==> config.mk <==
export PLATFORM = sky130hd
export DESIGN_NAME = ppio_ctrl
export DESIGN_NICKNAME = d
export VERILOG_FILES = /design/src/rtl/ppio_pkg.sv /design/src/rtl/ppio_role_decode.sv /design/src/rtl/ppio_hs_chan.sv /design/src/rtl/ppio_ctrl.sv
export SDC_FILE = /design/constraint.sdc
export NUM_CORES = 1
export LEC_CHECK = 0
export BUFFER_PORTS_ARGS = -buffer_cell sky130_fd_sc_hd__clkbuf_2
export CAP_MARGIN = 20
export CORE_MARGIN = 2
export CORE_UTILIZATION = 24
export DETAILED_ROUTE_END_ITERATION = 12
export PLACE_DENSITY = 0.44
export SYNTH_ARGS = -nofsm -noshare
export SYNTH_HDL_FRONTEND = slang
export SYNTH_SLANG_ARGS = --single-unit
==> constraint.sdc <==
create_clock -name clk -period 1.9 [get_ports clk]
set_clock_uncertainty 0.2 [all_clocks]
set_input_delay 0.19 -clock clk [delete_from_list [all_inputs] [get_ports clk]]
set_output_delay 0.19 -clock clk [all_outputs]
set_load 0.005 [all_outputs]
==> src/rtl/ppio_pkg.sv <==
package ppio_pkg;

    // Control word in mode-set form (bit 7 set).
    typedef struct packed {
        logic       is_mode;
        logic       c_hi_in;
        logic       c_lo_in;
        logic       b_in;
        logic       b_hand;
        logic       a_in;
        logic [1:0] a_mode;
    } cfg_t;

    localparam cfg_t CFG_RESET = cfg_t'(8'hF4);

    localparam int unsigned CW  = 8;   // port C width
    localparam int unsigned NCH = 2;   // handshake channels (A, B)

    localparam logic [1:0] REG_A   = 2'd0;
    localparam logic [1:0] REG_B   = 2'd1;
    localparam logic [1:0] REG_C   = 2'd2;
    localparam logic [1:0] REG_CTL = 2'd3;

    // Port C pin roles in handshake modes.
    localparam int unsigned PIN_B_IRQ  = 0;
    localparam int unsigned PIN_B_FLAG = 1;
    localparam int unsigned PIN_B_HS   = 2;
    localparam int unsigned PIN_A_IRQ  = 3;
    localparam int unsigned PIN_A_STB  = 4;
    localparam int unsigned PIN_A_IBF  = 5;
    localparam int unsigned PIN_A_OBF  = 6;
    localparam int unsigned PIN_A_ACK  = 7;

endpackage

==> src/rtl/ppio_role_decode.sv <==
module ppio_role_decode
    import ppio_pkg::*;
(
    input  cfg_t          cfg,
    output logic          a_hs_in,
    output logic          a_hs_out,
    output logic          a_bidir,
    output logic          b_hs_in,
    output logic          b_hs_out,
    output logic [CW-1:0] stat_mask,
    output logic [CW-1:0] strobe_mask,
    output logic [CW-1:0] drive_mask
);

    logic a_hand;

    always_comb begin
        a_bidir  = cfg.a_mode[1];
        a_hand   = (cfg.a_mode == 2'b01);
        a_hs_in  = a_bidir | (a_hand & cfg.a_in);
        a_hs_out = a_bidir | (a_hand & ~cfg.a_in);
        b_hs_in  = cfg.b_hand & cfg.b_in;
        b_hs_out = cfg.b_hand & ~cfg.b_in;

        stat_mask   = '0;
        strobe_mask = '0;
        if (a_hs_in || a_hs_out) begin
            stat_mask[PIN_A_IRQ] = 1'b1;
        end
        if (a_hs_in) begin
            stat_mask[PIN_A_IBF]   = 1'b1;
            strobe_mask[PIN_A_STB] = 1'b1;
        end
        if (a_hs_out) begin
            stat_mask[PIN_A_OBF]   = 1'b1;
            strobe_mask[PIN_A_ACK] = 1'b1;
        end
        if (cfg.b_hand) begin
            stat_mask[PIN_B_IRQ]  = 1'b1;
            stat_mask[PIN_B_FLAG] = 1'b1;
            strobe_mask[PIN_B_HS] = 1'b1;
        end

        drive_mask = ~(stat_mask | strobe_mask)
                   & {{(CW/2){~cfg.c_hi_in}}, {(CW/2){~cfg.c_lo_in}}};
    end

endmodule

==> src/rtl/ppio_hs_chan.sv <==
module ppio_hs_chan #(
    parameter int unsigned DW = 8
) (
    input  logic          clk,
    input  logic          rst,
    input  logic          clr,
    input  logic          en_in,
    input  logic          en_out,
    input  logic          stb_n,
    input  logic          ack_n,
    input  logic [DW-1:0] din,
    input  logic          host_rd,
    input  logic          host_wr,
    input  logic          ien_we_in,
    input  logic          ien_we_out,
    input  logic          ien_val,
    output logic [DW-1:0] in_data,
    output logic          in_full,
    output logic          out_full,
    output logic          irq_in,
    output logic          irq_out,
    output logic          ien_in,
    output logic          ien_out
);

    typedef struct packed {
        logic [DW-1:0] in_data;
        logic          in_full;
        logic          out_full;
        logic          irq_in;
        logic          irq_out;
        logic          ien_in;
        logic          ien_out;
        logic          stb_prev;
    } chan_t;

    chan_t s_d, s_q;

    always_comb begin
        s_d = s_q;

        if (ien_we_in) begin
            s_d.ien_in = ien_val;
        end
        if (ien_we_out) begin
            s_d.ien_out = ien_val;
        end

        s_d.stb_prev = stb_n | ~en_in;

        if (en_in) begin
            if (host_rd) begin
                s_d.in_full = 1'b0;
                s_d.irq_in  = 1'b0;
            end
            if (!stb_n) begin
                s_d.in_data = din;
                s_d.in_full = 1'b1;
            end else if (!s_q.stb_prev) begin
                s_d.irq_in = s_d.irq_in | s_q.ien_in;
            end
        end

        if (en_out) begin
            if (host_wr) begin
                s_d.out_full = 1'b1;
                s_d.irq_out  = 1'b0;
            end else if (!ack_n && s_q.out_full) begin
                s_d.out_full = 1'b0;
                s_d.irq_out  = s_q.ien_out;
            end
        end

        if (clr) begin
            s_d          = '0;
            s_d.stb_prev = 1'b1;
        end
    end

    always_ff @(posedge clk) begin
        if (rst) begin
            s_q          <= '0;
            s_q.stb_prev <= 1'b1;
        end else begin
            s_q <= s_d;
        end
    end

    assign in_data  = s_q.in_data;
    assign in_full  = s_q.in_full;
    assign out_full = s_q.out_full;
    assign irq_in   = s_q.irq_in;
    assign irq_out  = s_q.irq_out;
    assign ien_in   = s_q.ien_in;
    assign ien_out  = s_q.ien_out;

endmodule

==> src/rtl/ppio_ctrl.sv <==
module ppio_ctrl
    import ppio_pkg::*;
#(
    parameter int unsigned DW = 8
) (
    input  logic          clk,
    input  logic          rst,
    input  logic          cs,
    input  logic          rd,
    input  logic          wr,
    input  logic [1:0]    addr,
    input  logic [DW-1:0] wdata,
    output logic [DW-1:0] rdata,
    input  logic [DW-1:0] pa_in,
    output logic [DW-1:0] pa_out,
    output logic [DW-1:0] pa_oe,
    input  logic [DW-1:0] pb_in,
    output logic [DW-1:0] pb_out,
    output logic [DW-1:0] pb_oe,
    input  logic [CW-1:0] pc_in,
    output logic [CW-1:0] pc_out,
    output logic [CW-1:0] pc_oe,
    output logic          irq_a,
    output logic          irq_b
);

    localparam int unsigned PINW = $clog2(CW);

    typedef struct packed {
        cfg_t          cfg;
        logic [DW-1:0] a_lat;
        logic [DW-1:0] b_lat;
        logic [CW-1:0] c_lat;
    } top_t;

    top_t st_d, st_q;

    // role decode
    logic          a_hs_in, a_hs_out, a_bidir, b_hs_in, b_hs_out;
    logic [CW-1:0] stat_mask, strobe_mask, drive_mask;

    ppio_role_decode u_roles (
        .cfg         (st_q.cfg),
        .a_hs_in     (a_hs_in),
        .a_hs_out    (a_hs_out),
        .a_bidir     (a_bidir),
        .b_hs_in     (b_hs_in),
        .b_hs_out    (b_hs_out),
        .stat_mask   (stat_mask),
        .strobe_mask (strobe_mask),
        .drive_mask  (drive_mask)
    );

    // bus decode
    logic            wr_hit, rd_hit, mode_wr, pin_wr, pin_val;
    logic [PINW-1:0] pin_sel;

    always_comb begin
        wr_hit  = cs & wr;
        rd_hit  = cs & rd;
        mode_wr = wr_hit & (addr == REG_CTL) & wdata[7];
        pin_wr  = wr_hit & (addr == REG_CTL) & ~wdata[7];
        pin_sel = wdata[PINW:1];
        pin_val = wdata[0];
    end

    // handshake channels: index 0 = port A, 1 = port B
    logic          ch_en_in  [NCH];
    logic          ch_en_out [NCH];
    logic          ch_stb_n  [NCH];
    logic          ch_ack_n  [NCH];
    logic [DW-1:0] ch_din    [NCH];
    logic          ch_rd     [NCH];
    logic          ch_wr     [NCH];
    logic          ch_we_in  [NCH];
    logic          ch_we_out [NCH];
    logic [DW-1:0] ch_data   [NCH];
    logic          ch_ifull  [NCH];
    logic          ch_ofull  [NCH];
    logic          ch_irq_i  [NCH];
    logic          ch_irq_o  [NCH];
    logic          ch_ien_i  [NCH];
    logic          ch_ien_o  [NCH];

    always_comb begin
        ch_en_in[0]  = a_hs_in;
        ch_en_out[0] = a_hs_out;
        ch_stb_n[0]  = pc_in[PIN_A_STB];
        ch_ack_n[0]  = pc_in[PIN_A_ACK];
        ch_din[0]    = pa_in;
        ch_we_in[0]  = pin_wr & a_hs_in  & (pin_sel == PINW'(PIN_A_STB));
        ch_we_out[0] = pin_wr & a_hs_out & (pin_sel == PINW'(PIN_A_ACK));

        ch_en_in[1]  = b_hs_in;
        ch_en_out[1] = b_hs_out;
        ch_stb_n[1]  = pc_in[PIN_B_HS];
        ch_ack_n[1]  = pc_in[PIN_B_HS];
        ch_din[1]    = pb_in;
        ch_we_in[1]  = pin_wr & st_q.cfg.b_hand & (pin_sel == PINW'(PIN_B_HS));
        ch_we_out[1] = ch_we_in[1];
    end

    for (genvar g = 0; g < NCH; g++) begin : g_chan
        assign ch_rd[g] = rd_hit & (addr == 2'(g));
        assign ch_wr[g] = wr_hit & (addr == 2'(g));

        ppio_hs_chan #(.DW(DW)) u_chan (
            .clk        (clk),
            .rst        (rst),
            .clr        (mode_wr),
            .en_in      (ch_en_in[g]),
            .en_out     (ch_en_out[g]),
            .stb_n      (ch_stb_n[g]),
            .ack_n      (ch_ack_n[g]),
            .din        (ch_din[g]),
            .host_rd    (ch_rd[g]),
            .host_wr    (ch_wr[g]),
            .ien_we_in  (ch_we_in[g]),
            .ien_we_out (ch_we_out[g]),
            .ien_val    (pin_val),
            .in_data    (ch_data[g]),
            .in_full    (ch_ifull[g]),
            .out_full   (ch_ofull[g]),
            .irq_in     (ch_irq_i[g]),
            .irq_out    (ch_irq_o[g]),
            .ien_in     (ch_ien_i[g]),
            .ien_out    (ch_ien_o[g])
        );
    end

    // next state
    always_comb begin
        st_d = st_q;
        if (wr_hit && addr == REG_A) begin
            st_d.a_lat = wdata;
        end
        if (wr_hit && addr == REG_B) begin
            st_d.b_lat = wdata;
        end
        if (wr_hit && addr == REG_C) begin
            st_d.c_lat = wdata[CW-1:0];
        end
        if (pin_wr && !strobe_mask[pin_sel]) begin
            st_d.c_lat[pin_sel] = pin_val;
        end
        if (mode_wr) begin
            st_d.cfg   = cfg_t'(wdata[7:0]);
            st_d.a_lat = '0;
            st_d.b_lat = '0;
            st_d.c_lat = '0;
        end
    end

    always_ff @(posedge clk) begin
        if (rst) begin
            st_q.cfg   <= CFG_RESET;
            st_q.a_lat <= '0;
            st_q.b_lat <= '0;
            st_q.c_lat <= '0;
        end else begin
            st_q <= st_d;
        end
    end

    // outputs
    logic [CW-1:0] c_stat, c_read;
    logic          a_plain;

    always_comb begin
        a_plain = (st_q.cfg.a_mode == 2'b00);
        irq_a   = ch_irq_i[0] | ch_irq_o[0];
        irq_b   = ch_irq_i[1] | ch_irq_o[1];

        c_stat             = '0;
        c_stat[PIN_B_IRQ]  = irq_b;
        c_stat[PIN_B_FLAG] = b_hs_in ? ch_ifull[1] : ~ch_ofull[1];
        c_stat[PIN_A_IRQ]  = irq_a;
        c_stat[PIN_A_IBF]  = ch_ifull[0];
        c_stat[PIN_A_OBF]  = ~ch_ofull[0];

        pa_out = st_q.a_lat;
        if (a_bidir) begin
            pa_oe = {DW{~pc_in[PIN_A_ACK]}};
        end else if (a_hs_out || (a_plain && !st_q.cfg.a_in)) begin
            pa_oe = '1;
        end else begin
            pa_oe = '0;
        end

        pb_out = st_q.b_lat;
        pb_oe  = st_q.cfg.b_in ? '0 : '1;

        pc_out = (stat_mask & c_stat) | (~stat_mask & st_q.c_lat);
        pc_oe  = stat_mask | drive_mask;

        c_read = (stat_mask & c_stat)
               | (drive_mask & st_q.c_lat)
               | (~(stat_mask | drive_mask) & pc_in);

        unique case (addr)
            REG_A: begin
                if (a_hs_in) begin
                    rdata = ch_data[0];
                end else if (a_plain && st_q.cfg.a_in) begin
                    rdata = pa_in;
                end else begin
                    rdata = st_q.a_lat;
                end
            end
            REG_B: begin
                if (b_hs_in) begin
                    rdata = ch_data[1];
                end else if (st_q.cfg.b_in) begin
                    rdata = pb_in;
                end else begin
                    rdata = st_q.b_lat;
                end
            end
            REG_C:   rdata = DW'(c_read);
            default: rdata = DW'(st_q.cfg);
        endcase
    end

    // observation points for the bound checker
    logic [CW-1:0] c_lat_q;
    logic          ien_a_any, ien_b_any;

    assign c_lat_q   = st_q.c_lat;
    assign ien_a_any = ch_ien_i[0] | ch_ien_o[0];
    assign ien_b_any = ch_ien_i[1] | ch_ien_o[1];

endmodule

==> results.json <==
{
  "hold_path_class": "input pin to flop",
  "layout-area-overhead-vs-synth_pct": 43.1,
  "critical_path_depth": 5,
  "grt_overflow_total": 0,
  "regToRegStartpoint": "st_q[25]",
  "post_synth.cell_area_avg_sq_um": 7.75,
  "synth_area_leaders": "dfxtp_1 (34%), mux2i_1 (9.0%), nand2_1 (8.6%), buf_4 (7.8%), a21oi_1 (7.2%)",
  "post-route-period-util_pct": 110,
  "crit_family": "flip-flops",
  "final_cells": 766,
  "synth_edf_count": 0,
  "cp-start-kind": "flop",
  "post_layout_utilization_of_the_core_pct": 35.1,
  "crit_arrival_ps": 1700,
  "final_antenna_net_count": 0,
  "grt_antenna_before_repair": 0,
  "final_period_demand_of_the_worst_path_ps": 2090,
  "post-route-drc-count": 0,
  "vias_per_cell": 4.92,
  "tightestPinTransition_ps": 679,
  "regToRegEndpoint": "g_chan[0].u_chan.in_data[2]",
  "yosys_register_bits": 61,
  "dpl.cell_count": 723,
  "iteration_count_of_the_initial_detailed_routing_pass": 5,
  "start_point_of_the_worst_hold_path": "pc_in[2]",
  "max-clock-path-buffers": 2,
  "synth_nets": 499,
  "drt_first_iter_violations": 317,
  "tritoncts_clock_tree": "done",
  "die_width_microns": 126,
  "initial_utilization_pct": 24.5,
  "path_cells": "nor2b_4, nor3_4, mux2_4, o211a_1, clkbuf_2",
  "h_tree_lvls": 3,
  "critPathCaptureType": "output pin",
  "hold_path_endpoint": "g_chan[1].u_chan.s_q[0]",
  "placement_rows": 44,
  "hold_violations": 0,
  "coreArea_sq_um": 14500,
  "synth_top_area_share_pct": 34.3,
  "grt_max_degree": 27,
  "most_instantiated_library_cell_after_synthesis": "nand2_1",
  "final_layout_size_suffix_gt1_share_pct": 39.7,
  "hpwl_dp_microns": 10300,
  "slew_headroom_pct": 54.6,
  "top_fanout_value_on_the_critical_path": 6,
  "synth_cell_types": 50,
  "global_route.usage.met2_pct": 25.9,
  "timing.final.max_slew_violations": 0,
  "power-per-cell-area_nw_per_um2": 664,
  "globalplace.congestion": 0.848,
  "grt_setup_unrepaired": "yes",
  "first_global_vias": 3566,
  "clock_sinks": 61,
  "grt.met3_usage_pct": 4.38,
  "worst_skew_pair.late_latency_ps": 330,
  "ys_async_sr_fraction_pct": 0,
  "synth.largest_area_cell": "dfxtp_1",
  "whs_path_depth": 3,
  "reg2reg_depth": 5,
  "cts_made_buffers": 9,
  "groute.usage.overall_pct": 16.9,
  "synth_ff_type": "dfxtp_1",
  "required_ps": 1510,
  "layout_setup_ws_ps": -191,
  "power.leakage_nw": 2.24,
  "antennaDiodeCount": 0,
  "io_buffers": 96,
  "fin_nets": 616,
  "avgRoutedWirePerCell_microns": 17.9,
  "path_buf_inv": 1,
  "regToRegSetupSlack_ps": 120,
  "failing_checks": "negative setup slack",
  "worst_path_largest_cell_delay_ps": 370,
  "status": "complete, but fails checks",
  "setup_viol": 8,
  "drt_total_wl_microns": 13700,
  "worst_setup_hold_path_clk_slew_ps": 60,
  "synth_sequential_area_ratio_pct": 34.3,
  "globalRouteMet1Util_pct": 24.2,
  "grt_most_used_layer": "met2",
  "timing.critical_path.slowest_stage_cell": "dfxtp_4",
  "drv_cap": 0,
  "cts_root_buffer": "clkbuf_16",
  "worstSetupPathType": "flop to output pin",
  "maximum_clock_rate_mhz": 478,
  "synth_warnings": 0,
  "die-area_sq_um": 15800,
  "gate_count_of_the_mapped_netlist": 460,
  "fillers": 1569,
  "ys_top_cells_by_count": "nand2_1 (82), dfxtp_1 (61), a21oi_1 (51)",
  "vdd_ir_drop_max_uv": 398,
  "mappedNetlistArea_sq_um": 3560,
  "total_via_count_in_the_routed_design": 3769,
  "first_pass_grt_wire_length_microns": 20700,
  "boundaryPins": 97,
  "die_height_microns": 126
}
-- through the flow --
stage / area [sq um] / power (W) / setup WS [ps] / hold WS, ps / TNS [ps]
global route: 5100 / 0.00352 / -230 / 16.9 / -1570
detailed placement: 4280 / 0.00177 / -135 / 232 / -317
finish: 5100 / 0.00339 / -191 / 5.65 / -1020
global placement: 4280 / 0.00177 / -163 / 235 / -307
CTS: 4980 / 0.00339 / -245 / 5.85 / -1620
floorplan: 3570 / 0.00156 / 34.6 / 126 / 0
-- kinds of logic (layout without fill, tap and decap cells) --
group,Yosys count,after routing,synth area share (%)
flip-flops,61,61,34.3
buffers and inverters,81,203,12.7
AO/OA/AOI/OAI,106,106,18.6
AND/OR/NAND/NOR,173,173,23.2
multiplexers,39,39,11.2
-- state kept, by name, summed over array words and instances, names as in the netlist --
register	cells
g_chan.u_chan.ien_in	2
g_chan.u_chan.ien_out	1
pa_out	8
g_chan.u_chan.s_q	2
c_lat_q	8
st_q	8
g_chan.u_chan.out_full	2
g_chan.u_chan.in_data	16
pb_out	8
g_chan.u_chan.in_full	2
g_chan.u_chan.irq_out	2
g_chan.u_chan.irq_in	2
-- power breakdown --
group	total, W	leakage [nW]	internal [W]	switching, W
combinational	0.000503	1.61	0.000229	0.000273
sequential	0.00131	0.494	0.00129	0.0000200
clock	0.00157	0.130	0.000950	0.000623
total	0.00339	2.24	0.00247	0.000916
-- worst register-to-register path: stages (launching register included) --
cell	delay [ps]
dfxtp_4	440
a21oi_4	70
buf_4	170
nor2_1	530
nand2_1	140
a21oi_1	160
-- placed cells by master (no fill, tap or decap), types with 3 or more instances in the layout --
| cell type | instances |
|---|---|
| buf_6 | 7 |
| a211o_1 | 3 |
| mux2i_1 | 28 |
| buf_2 | 3 |
| o21ai_1 | 3 |
| inv_1 | 9 |
| clkinvlp_4 | 4 |
| nor2_4 | 3 |
| nand3_1 | 11 |
| clkbuf_16 | 9 |
| a31oi_1 | 3 |
| a211oi_2 | 3 |
| nor3_1 | 3 |
| dlygate4sd3_1 | 19 |
| dfxtp_1 | 54 |
| a21oi_1 | 44 |
| nand2b_1 | 11 |
| clkbuf_2 | 94 |
| o21ai_0 | 10 |
| nand2_1 | 82 |
| nor2_1 | 26 |
| o211ai_1 | 5 |
| nand4_1 | 4 |
| a21oi_2 | 6 |
| and3_1 | 3 |
| buf_4 | 53 |
| o221ai_2 | 5 |
| mux2_2 | 5 |
| dfxtp_4 | 6 |
-- repair_timing --
item / CTS / global route
cloned: 1 / 0
resized for setup: 44 / 33
buffers inserted: 6 / 1
endpoints found under the setup margin: 23 / 21
endpoints found under the hold margin: 22 / 0
hold buffers: 19 / 0
pin swaps: 8 / 13
-- how the worst max path moves through the flow --
stage / startpoint / slack, ps / to
2_1_floorplan: st_q[25] / 30 / pa_oe[1]
3_3_place_gp: st_q[24] / -160 / rdata[7]
3_5_place_dp: st_q[24] / -140 / rdata[7]
4_1_cts: st_q[24] / -240 / rdata[7]
5_1_grt: st_q[24] / -230 / rdata[7]
6_report: st_q[24] / -190 / rdata[7]
-- final cells by class --
type | instances | area, sq um | share of cell area [%]
flip-flops and latches | 61 | 1240 | 24.4
multi-input cells | 318 | 2120 | 41.7
inverters | 10 | 40.0 | 0.785
well taps | 184 | 230 | 4.51
clock inverters | 5 | 35.0 | 0.687
clock buffers | 11 | 253 | 4.96
repair buffers | 177 | 1170 | 23.0
-- routing by layer --
metal	share of wire, %	vias up	wire length [microns]
li1	-	1808	-
met4	1.8	0	245
met3	6.4	17	882
met5	0	-	0
met2	45	154	6130
met1	47	1790	6440
Note: power is estimated with default switching activity, not from simulation.
